$ cat src/rtl/rom_rd_pkg.sv
package rom_rd_pkg;

  typedef enum logic [1:0] {
    ST_IDLE   = 2'd0,
    ST_ACCESS = 2'd1,
    ST_FLOAT  = 2'd2
  } rd_state_e;

  localparam int TMR_ACC   = 0;
  localparam int TMR_DEFER = 1;
  localparam int TMR_OE    = 2;
  localparam int TMR_FLT   = 3;
  localparam int NUM_TMR   = 4;

  // Round a nanosecond delay up to whole cycles and add the sync margin.
  function automatic int ns_to_cycles(input int ns, input int period, input int margin);
    return (ns + period - 1) / period + margin;
  endfunction

  // Cycles the output gate may be held back without stretching the access.
  function automatic int defer_cycles(input int acc_ns, input int oe_ns, input int period);
    return (acc_ns > oe_ns) ? (acc_ns - oe_ns) / period : 0;
  endfunction

  function automatic int max_of(input int a, input int b);
    return (a > b) ? a : b;
  endfunction

endpackage

$ cat src/rtl/rom_rd_dly_cnt.sv
module rom_rd_dly_cnt #(
  parameter int CNT_W = 4
) (
  input  logic             clk,
  input  logic             rst,
  input  logic             load,
  input  logic [CNT_W-1:0] init,
  output logic             done
);

  logic [CNT_W-1:0] cnt_q;

  always_ff @(posedge clk) begin
    if (rst) begin
      cnt_q <= '0;
    end else if (load) begin
      cnt_q <= init;
    end else if (cnt_q != '0) begin
      cnt_q <= cnt_q - 1'b1;
    end
  end

  assign done = (cnt_q == '0);

  // a running count only moves toward expiry
  a_r4_count_moves_down: assert property (@(posedge clk) disable iff (rst)
    (!load && !done) |=> (cnt_q < $past(cnt_q)));

endmodule

$ cat src/rtl/rom_rd_ctrl_fsm.sv
module rom_rd_ctrl_fsm #(
  parameter int ADDR_W  = 17,
  parameter int DATA_W  = 8,
  parameter int CE_HOLD = 0
) (
  input  logic                           clk,
  input  logic                           rst,
  input  logic                           req_valid,
  output logic                           req_ready,
  input  logic [ADDR_W-1:0]              req_addr,
  output logic                           rsp_valid,
  output logic [DATA_W-1:0]              rsp_data,
  output logic [ADDR_W-1:0]              rom_addr,
  output logic                           rom_ce_n,
  output logic                           rom_oe_n,
  input  logic [DATA_W-1:0]              rom_dq,
  output logic [rom_rd_pkg::NUM_TMR-1:0] tmr_load,
  input  logic [rom_rd_pkg::NUM_TMR-1:0] tmr_done
);

  rom_rd_pkg::rd_state_e state_q, state_d;
  logic [ADDR_W-1:0] addr_q;
  logic              ce_n_q;
  logic              oe_n_q;
  logic              rsp_valid_q;
  logic [DATA_W-1:0] rsp_data_q;

  logic accept;
  logic oe_fire;
  logic capture;
  logic ce_release;

  // Event decode
  always_comb begin
    accept  = (state_q == rom_rd_pkg::ST_IDLE) && req_valid;
    oe_fire = (state_q == rom_rd_pkg::ST_ACCESS) && oe_n_q &&
              tmr_done[rom_rd_pkg::TMR_DEFER];
    capture = (state_q == rom_rd_pkg::ST_ACCESS) && !oe_n_q &&
              tmr_done[rom_rd_pkg::TMR_OE] && tmr_done[rom_rd_pkg::TMR_ACC];
  end

  // Timer starts
  always_comb begin
    tmr_load = '0;
    tmr_load[rom_rd_pkg::TMR_ACC]   = accept;
    tmr_load[rom_rd_pkg::TMR_DEFER] = accept;
    tmr_load[rom_rd_pkg::TMR_OE]    = oe_fire;
    tmr_load[rom_rd_pkg::TMR_FLT]   = capture;
  end

  // Chip-select release policy chosen by parameter
  generate
    if (CE_HOLD != 0) begin : g_ce_hold
      assign ce_release = (state_q == rom_rd_pkg::ST_IDLE) && !req_valid;
    end else begin : g_ce_drop
      assign ce_release = capture;
    end
  endgenerate

  // Next state
  always_comb begin
    state_d = state_q;
    case (state_q)
      rom_rd_pkg::ST_IDLE:   if (accept)  state_d = rom_rd_pkg::ST_ACCESS;
      rom_rd_pkg::ST_ACCESS: if (capture) state_d = rom_rd_pkg::ST_FLOAT;
      rom_rd_pkg::ST_FLOAT:  if (tmr_done[rom_rd_pkg::TMR_FLT]) state_d = rom_rd_pkg::ST_IDLE;
      default:               state_d = rom_rd_pkg::ST_IDLE;
    endcase
  end

  always_ff @(posedge clk) begin
    if (rst) begin
      state_q <= rom_rd_pkg::ST_IDLE;
    end else begin
      state_q <= state_d;
    end
  end

  // Address register: loaded only on acceptance
  always_ff @(posedge clk) begin
    if (rst) begin
      addr_q <= '0;
    end else if (accept) begin
      addr_q <= req_addr;
    end
  end

  // Pin controls
  always_ff @(posedge clk) begin
    if (rst) begin
      ce_n_q <= 1'b1;
      oe_n_q <= 1'b1;
    end else begin
      if (accept) begin
        ce_n_q <= 1'b0;
      end else if (ce_release) begin
        ce_n_q <= 1'b1;
      end
      if (oe_fire) begin
        oe_n_q <= 1'b0;
      end else if (capture || accept) begin
        oe_n_q <= 1'b1;
      end
    end
  end

  // Response capture
  always_ff @(posedge clk) begin
    if (rst) begin
      rsp_valid_q <= 1'b0;
      rsp_data_q  <= '0;
    end else begin
      rsp_valid_q <= capture;
      if (capture) begin
        rsp_data_q <= rom_dq;
      end
    end
  end

  assign req_ready = (state_q == rom_rd_pkg::ST_IDLE);
  assign rsp_valid = rsp_valid_q;
  assign rsp_data  = rsp_data_q;
  assign rom_addr  = addr_q;
  assign rom_ce_n  = ce_n_q;
  assign rom_oe_n  = oe_n_q;

  // the output gate is only open while the chip is selected
  a_r3_oe_needs_ce: assert property (@(posedge clk) disable iff (rst)
    !oe_n_q |-> !ce_n_q);

  // the gate opens only from inside an access
  a_r3_oe_opens_in_access: assert property (@(posedge clk) disable iff (rst)
    $fell(oe_n_q) |-> $past(state_q == rom_rd_pkg::ST_ACCESS));

  // response strobe lasts one cycle
  a_r5_rsp_single: assert property (@(posedge clk) disable iff (rst)
    rsp_valid_q |=> !rsp_valid_q);

  // capture never precedes address-access expiry
  a_r5_rsp_after_acc: assert property (@(posedge clk) disable iff (rst)
    rsp_valid_q |-> $past(tmr_done[rom_rd_pkg::TMR_ACC]));

  // the gate is closed when data is presented
  a_r6_gate_closed_on_rsp: assert property (@(posedge clk) disable iff (rst)
    rsp_valid_q |-> oe_n_q);

  // closing the gate is followed by a float gap, not readiness
  a_r7_gap_before_ready: assert property (@(posedge clk) disable iff (rst)
    $rose(oe_n_q) |-> !req_ready);

  // a busy sequencer keeps its address
  a_r8_busy_holds_addr: assert property (@(posedge clk) disable iff (rst)
    (state_q != rom_rd_pkg::ST_IDLE) |=> $stable(addr_q));

endmodule

$ cat src/rtl/rom_rd_sequencer.sv
module rom_rd_sequencer #(
  parameter int ADDR_W        = 17,
  parameter int DATA_W        = 8,
  parameter int CLK_PERIOD_NS = 10,
  parameter int T_ACC_NS      = 55,
  parameter int T_OE_NS       = 35,
  parameter int T_FLOAT_NS    = 25,
  parameter int SYNC_MARGIN   = 1,
  parameter int CE_HOLD       = 0
) (
  input  logic              clk,
  input  logic              rst,
  input  logic              req_valid,
  output logic              req_ready,
  input  logic [ADDR_W-1:0] req_addr,
  output logic              rsp_valid,
  output logic [DATA_W-1:0] rsp_data,
  output logic [ADDR_W-1:0] rom_addr,
  output logic              rom_ce_n,
  output logic              rom_oe_n,
  input  logic [DATA_W-1:0] rom_dq
);

  localparam int ACC_CYC   = rom_rd_pkg::ns_to_cycles(T_ACC_NS,   CLK_PERIOD_NS, SYNC_MARGIN);
  localparam int OE_CYC    = rom_rd_pkg::ns_to_cycles(T_OE_NS,    CLK_PERIOD_NS, SYNC_MARGIN);
  localparam int FLT_CYC   = rom_rd_pkg::ns_to_cycles(T_FLOAT_NS, CLK_PERIOD_NS, SYNC_MARGIN);
  localparam int DEFER_CYC = rom_rd_pkg::defer_cycles(T_ACC_NS, T_OE_NS, CLK_PERIOD_NS);
  localparam int MAX_CYC   = rom_rd_pkg::max_of(rom_rd_pkg::max_of(ACC_CYC, OE_CYC),
                                                rom_rd_pkg::max_of(FLT_CYC, DEFER_CYC));
  localparam int CNT_W     = rom_rd_pkg::max_of($clog2(MAX_CYC + 1), 1);
  localparam int NT        = rom_rd_pkg::NUM_TMR;

  logic [NT-1:0]            tmr_load;
  logic [NT-1:0]            tmr_done;
  logic [NT-1:0][CNT_W-1:0] tmr_init;

  assign tmr_init[rom_rd_pkg::TMR_ACC]   = CNT_W'(ACC_CYC);
  assign tmr_init[rom_rd_pkg::TMR_DEFER] = CNT_W'(DEFER_CYC);
  assign tmr_init[rom_rd_pkg::TMR_OE]    = CNT_W'(OE_CYC);
  assign tmr_init[rom_rd_pkg::TMR_FLT]   = CNT_W'(FLT_CYC);

  generate
    for (genvar g = 0; g < NT; g++) begin : g_tmr
      rom_rd_dly_cnt #(.CNT_W(CNT_W)) u_cnt (
        .clk  (clk),
        .rst  (rst),
        .load (tmr_load[g]),
        .init (tmr_init[g]),
        .done (tmr_done[g])
      );
    end
  endgenerate

  rom_rd_ctrl_fsm #(
    .ADDR_W  (ADDR_W),
    .DATA_W  (DATA_W),
    .CE_HOLD (CE_HOLD)
  ) u_fsm (
    .clk       (clk),
    .rst       (rst),
    .req_valid (req_valid),
    .req_ready (req_ready),
    .req_addr  (req_addr),
    .rsp_valid (rsp_valid),
    .rsp_data  (rsp_data),
    .rom_addr  (rom_addr),
    .rom_ce_n  (rom_ce_n),
    .rom_oe_n  (rom_oe_n),
    .rom_dq    (rom_dq),
    .tmr_load  (tmr_load),
    .tmr_done  (tmr_done)
  );

endmodule

$ cat config.mk
export PLATFORM = sky130hd
export DESIGN_NAME = rom_rd_sequencer
export DESIGN_NICKNAME = d
export VERILOG_FILES = /design/src/rtl/rom_rd_pkg.sv /design/src/rtl/rom_rd_dly_cnt.sv /design/src/rtl/rom_rd_ctrl_fsm.sv /design/src/rtl/rom_rd_sequencer.sv
export SDC_FILE = /design/constraint.sdc
export NUM_CORES = 1
export LEC_CHECK = 0
export BUFFER_PORTS_ARGS = -buffer_cell sky130_fd_sc_hd__buf_2
export CAP_MARGIN = 20
export CORE_ASPECT_RATIO = 0.9
export CORE_MARGIN = 1
export CORE_UTILIZATION = 45
export CTS_CLUSTER_SIZE = 12
export DETAILED_ROUTE_END_ITERATION = 7
export MAX_ROUTING_LAYER = met4
export PLACE_DENSITY = 0.83
export SYNTH_ARGS = -nofsm -noshare
export SYNTH_HDL_FRONTEND = slang
export SYNTH_SLANG_ARGS = --single-unit
$ cat constraint.sdc
create_clock -name clk -period 3.28 [get_ports clk]
set_input_delay 0.328 -clock clk [delete_from_list [all_inputs] [get_ports clk]]
set_output_delay 0.328 -clock clk [all_outputs]
set_load 0.005 [all_outputs]
==> out/metrics.csv, run 1 <==
stage;metric;value;unit
run_status;status;complete, no violations;
synth;synthesized flop and latch total;42;
detailed_routing;Vias;1453;
die;chip width;67.8;µm
synth;Post-Syn Instances;200;
power;Clk pwr share;0.257;
synth;count of different cell masters after synthesis;27;
setup_path;cell depth of the worst flop-to-flop path;6;
placement;GP Congestion;0.725;
clock_network;CTS-repair resized insts;0;
synth;synth warn;0;
power;Internal;0.901;mW
power;combinational fraction of design power;0.270;
run;Max-Cap Viols;0;
detailed_routing;final antenna-violating net count;0;
setup_path;CP Max Fanout;6;
setup_path;WP data arrival;1940;ps
global_route;first-pass GRT wire length;5210;µm
die;Initial Util;0.470;
sta;Final period util;0.536;
setup_path;RR Endpoint;u_fsm.state_q[0];
finish;most frequent cells in the layout;56 x buf_2, 42 x dfxtp_1, 34 x nand2_1;
sta;RSZ-0062 raised after global routing;false;
worst_hold_path;Worst Hold Class;primary input to flop;
clock_network;clock buffer depth;2;
setup_path;Setup crit start;g_tmr[2].u_cnt.cnt_q[0];
worst_hold_path;hold depth;3;
power;Peak VDD IR;352;µV
synth;synth top area cells;dfxtp_1 48%, a21oi_1 8.0%, nand2_1 7.3%;
power;Sw Share;0.304;
sta;Worst slew margin;0.445;
finish;most common cell after layout, fill and taps aside;buf_2;
synth;Post-Syn Area;1750;µm²
detailed_routing;drt initial violations;70;
sta;Slew @ Worst Pin;833;ps
power;switching power;0.393;mW
clock_network;CTS Buf Count;5;
power;LEAKAGE;0.996;nW
setup_path;startpoint types;flop;
clock_network;CTS tree;yes;
sta;Hold Vio Cnt, Final;0;
sta;min cycle time layout;1760;ps
detailed_routing;final wirelength;3370;µm
detailed_routing;wire length per cell;11.2;µm
synth;syn_nets;237;
die;row count;21;
power;PwrDens;599;nW/µm²
sta;skew final;4.43;ps
setup_path;kind of critical path;flop to flop;
synth;sequential share of the synthesized area;0.480;
finish;Antenna diodes;0;
clock_network;CTS HTree Levels;2;
synth;post-synth top area share;0.480;
sta;setup TNS;0;ps
global_route;vias in the first global route;1210;
setup_path;crit end category;flop;
setup_path;CP required;3470;ps
worst_hold_path;Worst Hold End;u_fsm.rom_addr[16];
detailed_routing;DR pass1 iterations;4;
global_route;largest net degree at the start of global routing;53;
sta;fmax;569;MHz
finish;P&R area growth vs syn;23.3;%
power;sequential power share;0.473;
clock_network;Post-CTS Setup Inserts;0;
synth;most area-hungry cell type in the Yosys netlist;dfxtp_1;
sta;setup violators final;0;
clock_network;hold buffers post-CTS;0;
setup_path;worst r2r src;g_tmr[2].u_cnt.cnt_q[0];
global_route;all-layer global routing usage;0.174;
detailed_routing;drt via density;4.83;
clock_network;clk slew on worst S/H paths;70;ps
worst_hold_path;origin of the worst min-delay path;req_addr[16];
setup_path;reg2reg setup slack;1520;ps
sta;crit path setup slack, layout;1520;ps
clock_network;CTS sink cnt;42;
finish;Nets;291;
placement;Post-DP HPWL;2350;µm
die;num ports;57;
die;die height;61.2;µm
placement;DP Worst Slack;1550;ps
die;core area;3730;µm²
synth;Avg Cell Area, Syn;8.76;µm²
clock_network;clk root buf;clkbuf_8;
finish;ratio of cells with drive above 1 in the final layout;0.290;
global_route;initial antenna violation count;0;
global_route;gr ovfl total;0;
power;Design Power;1.29;mW
finish;final instance count without filler cells;301;
placement;PortBufs;56;
sta;Final Slew Violations;0;
die;die area;4150;µm²
placement;dpl cells;292;
detailed_routing;drt drc;0;
clock_network;clk_lat worst skew;290;ps
worst max path at each step:
stage                             endpoint  slack (ps)  cells past startpoint
after CTS                 u_fsm.state_q[0]        1510                      6
after detailed placement  u_fsm.state_q[0]        1550                      6
after floorplan           u_fsm.state_q[0]        1590                      7
after global routing      u_fsm.state_q[0]        1450                      6
final                     u_fsm.state_q[0]        1520                      6
after global placement    u_fsm.state_q[0]        1600                      6
sequential cells by signal, summed over array words and instances (netlist names):
register           count
u_fsm.rom_addr        17
u_fsm.rsp_valid        1
u_fsm.rom_oe_n         1
u_fsm.rsp_data         8
u_fsm.state_q          2
u_fsm.rom_ce_n         1
g_tmr.u_cnt.cnt_q     12
stage by stage:
step	area, µm²	hold slack (ps)	utilization
after floorplan	1750	453	-
after global placement	2060	439	0.552
after detailed placement	2060	447	0.552
after CTS	2150	261	0.576
after global routing	2160	274	0.579
final	2160	269	0.579
cell type report:
cell class	count	area, µm²
Tap cell	46	57.6
Sequential cell	42	841
Multi-Input combinational cell	133	821
Inverter	14	52.6
Fill cell	341	1570
Timing Repair Buffer	58	299
Clock inverter	1	5.00
Clock buffer	7	86.3
routing by layer:
layer | share of wire | GRT usage | vias up
met5 | 0 | - | -
met4 | 0.018 | 0.0863 | 0
met3 | 0.030 | 0.0389 | 6
met2 | 0.50 | 0.291 | 20
met1 | 0.45 | 0.197 | 674
li1 | - | - | 753
critical path, cell delays in order, from the launching register on:
cell	delay (ps)
dfxtp_1	320
inv_1	60
ha_1	170
ha_1	280
inv_2	70
or4_4	570
a21o_1	180
synth_stat cells (all sizes together):
library cell	instances
a21o	1
a21oi	30
a31oi	1
buf	4
clkbuf	7
dfxtp	42
ha	9
inv	14
mux2	1
mux2i	10
nand2	34
nand2b	18
nand4b	1
nor2	10
nor3	6
nor3b	2
nor4	1
o21ai	1
or3b	2
or4	2
xnor2	1
xor2	3
power by group through the flow:
stage	logic, mW	registers [mW]	clock network, mW
CTS	0.349	0.612	0.343
global route	0.400	0.621	0.361
finish	0.349	0.613	0.332
global placement	0.329	0.619	0
floorplan	0.256	0.618	0
detailed placement	0.345	0.624	0
cell families after synthesis:
logic type	Yosys count	share of synthesized area
AO/OA/AOI/OAI	33	0.101
flip-flops	42	0.480
XOR/XNOR	4	0.0200
multiplexers	11	0.0635
buffers and inverters	25	0.0585
adder cells (fa/ha/maj)	9	0.0642
AND/OR/NAND/NOR	76	0.213
(Power assumes the default switching activity.)
==> run 2: changes to the inputs <==
--- a/config.mk
+++ b/config.mk
@@ -5,6 +5,7 @@
 export SDC_FILE = /design/constraint.sdc
 export NUM_CORES = 1
 export LEC_CHECK = 0
+export ABC_AREA = 1
 export BUFFER_PORTS_ARGS = -buffer_cell sky130_fd_sc_hd__buf_2
 export CAP_MARGIN = 20
 export CORE_ASPECT_RATIO = 0.9
==> constraint.sdc (replaced) <==
create_clock -name clk -period 1.63 [get_ports clk]
set_input_delay 0.163 -clock clk [delete_from_list [all_inputs] [get_ports clk]]
set_output_delay 0.163 -clock clk [all_outputs]
set_load 0.005 [all_outputs]
==> run 2 against run 1 <==
Against the previous run:
- clock power rose by 85%
- power rose by 110%
- setup slack got worse by 1400 ps
- combinational power rose by 130%
- routed wire length barely moved
- sequential power rose by 110%
- critical path depth rose by 3
- synthesized cell count rose by 8.5%
- non-clock buffer count rose by 1
- utilization rose by 3.0 points
- critical path type unchanged
- largest power group unchanged
==> out/metrics.csv, run 2 <==
stage;metric;value;unit;change
finish;register area;841;µm²;unchanged
setup_path;CP required;1870;ps;was 3470 ps
finish;fillers;342;;was 341
global_route;all-layer global routing usage;0.188;;was 0.174
global_route;largest net degree at the start of global routing;20;;was 53
placement;DP Worst Slack;56.8;ps;was 1550 ps
placement;GP Congestion;0.732;;was 0.725
sta;Final period util;0.918;;was 0.536
finish;post-route cell area;2140;µm²;was 2160 µm²
detailed_routing;drt drc;0;;unchanged
synth;Post-synth EDFFs;0;;unchanged
synth;Synth Flop Type;dfxtp_1;;unchanged
die;num ports;57;;unchanged
finish;Nets;315;;was 291
power;LEAKAGE;1.11;nW;was 0.996 nW
clock_network;clock buffer depth;2;;unchanged
synth;synth warn;0;;unchanged
sta;skew final;4.26;ps;was 4.43 ps
finish;area of the multi-input gates;761;µm²;was 821 µm²
synth;sequential share of the synthesized area;0.490;;was 0.480
run_status;status;complete, no violations;;unchanged
detailed_routing;DR pass1 iterations;4;;unchanged
detailed_routing;final antenna-violating net count;0;;unchanged
clock_network;hold buffers post-CTS;0;;unchanged
detailed_routing;drt initial violations;76;;was 70
die;die area;4070;µm²;was 4150 µm²
sta;fmax;668;MHz;was 569 MHz
sta;Worst slew margin;0.788;;was 0.445
sta;crit path setup slack, layout;133;ps;was 1520 ps
global_route;vias in the first global route;1260;;was 1,210
synth;synthesized flop and latch total;42;;unchanged
sta;Slew @ Worst Pin;318;ps;was 833 ps
finish;ratio of cells with drive above 1 in the final layout;0.284;;was 0.290
worst_hold_path;Worst Hold Class;primary input to flop;;unchanged
clock_network;clk_lat worst skew;290;ps;about the same
global_route;gr ovfl total;0;;unchanged
die;chip width;67.1;µm;was 67.8 µm
setup_path;startpoint types;flop;;unchanged
synth;count of different cell masters after synthesis;23;;was 27
synth;asr flop ratio synth;0;;unchanged
placement;dpl cells;313;;was 292
die;die height;60.6;µm;was 61.2 µm
finish;most common cell after layout, fill and taps aside;buf_2;;unchanged
die;core area;3500;µm²;was 3730 µm²
setup_path;kind of critical path;flop to flop;;unchanged
synth;post-synth top area share;0.490;;was 0.480
setup_path;CP Max Fanout;8;;was 6
finish;most frequent cells in the layout;56 x buf_2, 42 x nor2_1, 42 x dfxtp_1;;was 56 x buf_2, 42 x dfxtp_1, 34 x nand2_1
clock_network;clk slew on worst S/H paths;70;ps;about the same
detailed_routing;drt via density;4.68;;was 4.83
sta;Final Slew Violations;0;;unchanged
clock_network;CTS HTree Levels;2;;unchanged
synth;most area-hungry cell type in the Yosys netlist;dfxtp_1;;unchanged
global_route;first-pass GRT wire length;5400;µm;was 5210 µm
detailed_routing;wire length per cell;10.5;µm;was 11.2 µm
power;PwrDens;1250;nW/µm²;was 599 nW/µm²
synth;Avg Cell Area, Syn;7.91;µm²;was 8.76 µm²
global_route;initial antenna violation count;0;;unchanged
placement;Post-DP HPWL;2390;µm;was 2350 µm
clock_network;clk root buf;clkbuf_8;;unchanged
placement;Placed Area;2030;µm²;was 2060 µm²
synth;synth top area cells;dfxtp_1 49%, nor2_1 9.2%, o21ai_0 7.6%;;was dfxtp_1 48%, a21oi_1 8.0%, nand2_1 7.3%
power;Peak VDD IR;603;µV;was 352 µV
synth;Post-Syn Area;1720;µm²;was 1750 µm²
finish;final instance count without filler cells;322;;was 301
die;Initial Util;0.490;;was 0.470
placement;PortBufs;56;;unchanged
clock_network;CTS sink cnt;42;;unchanged
detailed_routing;final wirelength;3370;µm;about the same
power;Design Power;2.66;mW;was 1.29 mW
synth;syn_nets;254;;was 237
sta;min cycle time layout;1500;ps;was 1760 ps
detailed_routing;Vias;1506;;was 1,453
run;Max-Cap Viols;0;;unchanged
sta;Hold Vio Cnt, Final;0;;unchanged
finish;P&R area growth vs syn;24.4;%;was 23.3%
synth;Synth top cells by count;42 x dfxtp_1, 42 x nor2_1, 33 x nand2_1;;was 42 x dfxtp_1, 34 x nand2_1, 28 x a21oi_1
clock_network;CTS Buf Count;5;;unchanged
die;row count;20;;was 21
sta;setup violators final;0;;unchanged
finish;max reg flops;17;;unchanged
finish;Antenna diodes;0;;unchanged
clock_network;CTS tree;yes;;unchanged
setup_path;WP data arrival;1740;ps;was 1940 ps
synth;Post-Syn Instances;217;;was 200
setup_path;crit end category;flop;;unchanged
run 2: cell count changes after synthesis, moves of 10 or more:
cell	before	now
nand3_1	0	12
o21ai_0	1	26
a21oi_1	28	6
nand2b_1	18	0
mux2i_1	10	0
nor2_1	10	42
inv_1	13	23
run 2: worst max-delay path: stages (launching register included):
cell and delay (ps):
dfxtp_1 320, inv_1 50, ha_1 160, ha_2 240, inv_2 60, nor2_4 130
nand3_4 180, nor2_8 180, nand2_1 70, nand2_1 50
run 2: layout make-up:
cell class	count	area share
multi-input combinational	144	0.356
sequential	42	0.394
timing repair buffer	59	0.142
inverter	26	0.0457
tap	44	0.0258
clock inverter	2	0.00469
clock buffer	5	0.0322
run 2: per-layer routing:
layer  up-vias  global-route usage  part of all wire  wire, µm
met5         -                   -                 0         0
met4         0              0.0729             0.016        53
met3         7              0.0545             0.057       192
met2        37               0.301              0.47      1570
met1       660               0.221              0.46      1550
li1        802                   -                 -         -
run 2: cells by family after synthesis:
group / count (synthesis) / synth area share
adders and majority gates: 9 / 0.0656
and+or+nand+nor: 97 / 0.251
AOI/OAI and AO/OA: 33 / 0.0977
xor gates and xnor gates: 3 / 0.0153
DFF: 42 / 0.490
buffers and inverters: 33 / 0.0809
run 2: metrics by stage:
| step | hold WS [ps] | util | setup TNS, ps |
|---|---|---|---|
| final | 55.1 | 0.610 | 0 |
| after detailed placement | 352 | 0.580 | 0 |
| after global placement | 351 | 0.580 | 0 |
| after floorplan | 232 | - | 0 |
| after global routing | 66.0 | 0.610 | -8.41 |
| after CTS | 53.5 | 0.603 | 0 |
run 2: final timing paths:
kind                      startpoint            endpoint  slack [ps]  cells past startpoint
max reg2reg  g_tmr[2].u_cnt.cnt_q[0]   u_fsm.rsp_data[4]         130                      9
min                        rom_dq[5]   u_fsm.rsp_data[5]          60                      3
min reg2reg       u_fsm.rom_addr[16]  u_fsm.rom_addr[16]         450                      2
max          g_tmr[2].u_cnt.cnt_q[0]   u_fsm.rsp_data[4]         130                      9
run 2: timing repair:
item                       CTS  global route
setup buffers                0             0
resized for setup            0             1
setup endpoints to repair    0            12
run 2: power breakdown:
part / internal (mW) / total, mW / leakage, nW / switching [mW]
Clock: 0.287 / 0.615 / 0.0438 / 0.328
Sequential: 1.18 / 1.26 / 0.346 / 0.0847
Combinational: 0.339 / 0.789 / 0.722 / 0.451
Total: 1.80 / 2.66 / 1.11 / 0.863
==> run 3: changes to the inputs <==
--- a/config.mk
+++ b/config.mk
@@ -10,11 +10,11 @@
 export CAP_MARGIN = 20
 export CORE_ASPECT_RATIO = 0.9
 export CORE_MARGIN = 1
-export CORE_UTILIZATION = 45
+export CORE_UTILIZATION = 49
 export CTS_CLUSTER_SIZE = 12
 export DETAILED_ROUTE_END_ITERATION = 7
 export MAX_ROUTING_LAYER = met4
-export PLACE_DENSITY = 0.83
+export PLACE_DENSITY = 0.89
 export SYNTH_ARGS = -nofsm -noshare
 export SYNTH_HDL_FRONTEND = slang
 export SYNTH_SLANG_ARGS = --single-unit
==> run 3 against run 2 <==
Against the previous run:
- largest power group unchanged
- maximum frequency increased by 2.5%
- sequential share of layout area decreased by 0.59 points
- first-iteration DRC count decreased by 38%
- utilization increased by 3.7 points
- via count increased by 1.7%
- worst hold slack improved by 1.4 ps
- critical path depth unchanged
==> out/metrics.csv, run 3 (synthesized netlist as in run 2, its figures left out) <==
stage;metric;value;unit;change
sta;crit path setup slack, layout;169;ps;was 133 ps
run;Max-Cap Viols;0;;unchanged
placement;GP Congestion;0.796;;was 0.732
finish;final instance count without filler cells;325;;was 322
die;row count;20;;unchanged
finish;most common cell after layout, fill and taps aside;buf_2;;unchanged
finish;fillers;305;;was 342
detailed_routing;final antenna-violating net count;0;;unchanged
sta;setup violators final;0;;unchanged
sta;Final period util;0.896;;was 0.918
clock_network;clock buffer depth;2;;unchanged
clock_network;hold buffers post-CTS;0;;unchanged
clock_network;CTS sink cnt;42;;unchanged
die;Initial Util;0.512;;was 0.490
setup_path;Largest stage delay, worst path;320;ps;about the same
detailed_routing;drt initial violations;47;;was 76
setup_path;critical-path cell list;inv_1 > ha_1 > ha_4 > inv_2 > nor2_4 > nand3_4 > nor2_8 > nand2_1 > nand2_1;;was inv_1 > ha_1 > ha_2 > inv_2 > nor2_4 > nand3_4 > nor2_8 > nand2_1 > nand2_1
setup_path;kind of critical path;flop to flop;;unchanged
sta;Final Slew Violations;0;;unchanged
sta;Hold Vio Cnt, Final;0;;unchanged
setup_path;CP required;1870;ps;about the same
clock_network;clk_lat worst skew;290;ps;about the same
placement;Post-DP HPWL;2630;µm;was 2390 µm
clock_network;clk root buf;clkbuf_8;;unchanged
placement;DP Worst Slack;65.4;ps;was 56.8 ps
worst_hold_path;origin of the worst min-delay path;rom_dq[0];;was rom_dq[5]
power;LEAKAGE;1.13;nW;was 1.11 nW
finish;Nets;318;;was 315
finish;ratio of cells with drive above 1 in the final layout;0.292;;was 0.284
placement;PortBufs;56;;unchanged
global_route;met1 global-route usage;0.251;;was 0.221
detailed_routing;drt via density;4.71;;was 4.68
global_route;first-pass GRT wire length;5920;µm;was 5400 µm
detailed_routing;wire length per cell;11.0;µm;was 10.5 µm
global_route;met2 Resource Use GR;0.355;;was 0.301
setup_path;startpoint types;flop;;unchanged
finish;P&R area growth vs syn;26.3;%;was 24.4%
global_route;gr ovfl total;0;;unchanged
finish;most frequent cells in the layout;56 x buf_2, 42 x nor2_1, 42 x dfxtp_1;;unchanged
sta;setup TNS;0;ps;unchanged
clock_network;CTS Buf Count;5;;unchanged
sta;min cycle time layout;1460;ps;was 1500 ps
global_route;met3 GRT Util;0.0669;;was 0.0545
sta;RSZ-0062 raised after global routing;false;;
detailed_routing;Vias;1532;;was 1,506
die;core area;3350;µm²;was 3500 µm²
worst_hold_path;Worst Hold Class;primary input to flop;;unchanged
global_route;vias in the first global route;1368;;was 1,260
sta;Worst slew margin;0.809;;was 0.788
detailed_routing;drt drc;0;;unchanged
setup_path;crit-path leading delay family;simple AND/OR/NAND/NOR gates;;unchanged
global_route;initial antenna violation count;0;;unchanged
finish;register area;841;µm²;unchanged
run_status;status;complete, no violations;;unchanged
die;num ports;57;;unchanged
die;chip width;64.4;µm;was 67.1 µm
sta;Slew @ Worst Pin;286;ps;was 318 ps
global_route;all-layer global routing usage;0.214;;was 0.188
die;die height;58.2;µm;was 60.6 µm
die;die area;3740;µm²;was 4070 µm²
power;Peak VDD IR;675;µV;was 603 µV
finish;Antenna diodes;0;;unchanged
setup_path;CP max-delay cell;dfxtp_1;;unchanged
detailed_routing;final wirelength;3560;µm;was 3370 µm
setup_path;Setup crit start;g_tmr[2].u_cnt.cnt_q[0];;unchanged
setup_path;CP Max Fanout;8;;unchanged
setup_path;Worst Path Buf+Inv;2;;unchanged
clock_network;CTS HTree Levels;2;;unchanged
global_route;Most Crowded Layer GR;met2;;unchanged
placement;dpl cells;314;;was 313
setup_path;cell mode on critical path;nand2_1;;unchanged
finish;max reg flops;17;;unchanged
sta;skew final;3.28;ps;was 4.26 ps
setup_path;worst r2r src;g_tmr[2].u_cnt.cnt_q[0];;unchanged
setup_path;crit end category;flop;;unchanged
clock_network;CTS tree;yes;;unchanged
finish;area of the multi-input gates;771;µm²;was 761 µm²
global_route;largest net degree at the start of global routing;19;;was 20
power;PwrDens;1250;nW/µm²;about the same
sta;fmax;685;MHz;was 668 MHz
clock_network;clk slew on worst S/H paths;70;ps;about the same
detailed_routing;DR pass1 iterations;5;;was 4
setup_path;WP data arrival;1700;ps;was 1740 ps
==> run 3: stage by stage <==
step                cell area [µm²]  utilization  total power, mW  hold WS (ps)
CTS                            2120        0.632             2.67          55.4
global placement               2040        0.609             2.02           350
finish                         2170        0.647             2.70          56.5
global route                   2170        0.647             2.91          57.7
detailed placement             2040        0.609             2.06           360
floorplan                      1720            -             1.85           232
==> run 3: repair_timing <==
action / CTS / global route
setup endpoints to repair: 0 / 11
setup buffers: 0 / 2
resized for setup: 0 / 2
==> run 3: power breakdown <==
group | internal (mW) | switching [mW] | leakage [nW] | total [mW]
Clock | 0.287 | 0.331 | 0.0438 | 0.618
Sequential | 1.18 | 0.0847 | 0.346 | 1.26
Combinational | 0.361 | 0.462 | 0.737 | 0.823
Total | 1.82 | 0.878 | 1.13 | 2.70
==> run 3: area by class of cell <==
class	instances	area share
sequential	42	0.388
multi-input combinational	144	0.355
timing repair buffer	62	0.150
inverter	26	0.0450
clock buffer	5	0.0317
tap	44	0.0254
clock inverter	2	0.00462
==> run 3: worst min-delay path, delay by kind of cell <==
kind,cells,cell delay (ps)
buffers and inverters,1,70
AND/OR/NAND/NOR,2,80
==> run 3: worst paths after layout <==
| kind | endpoint | slack (ps) | cells after the start |
|---|---|---|---|
| setup reg to reg | u_fsm.rsp_data[6] | 170 | 9 |
| hold / removal | u_fsm.rsp_data[0] | 60 | 3 |
| hold reg to reg | u_fsm.rom_addr[16] | 450 | 2 |
| setup / recovery | u_fsm.rsp_data[6] | 170 | 9 |
==> run 3: routing by layer <==
| layer | part of all wire | vias to the layer above |
|---|---|---|
| met4 | 0.0079 | 0 |
| li1 | - | 806 |
| met3 | 0.048 | 6 |
| met2 | 0.49 | 35 |
| met1 | 0.45 | 685 |
| met5 | 0 | - |
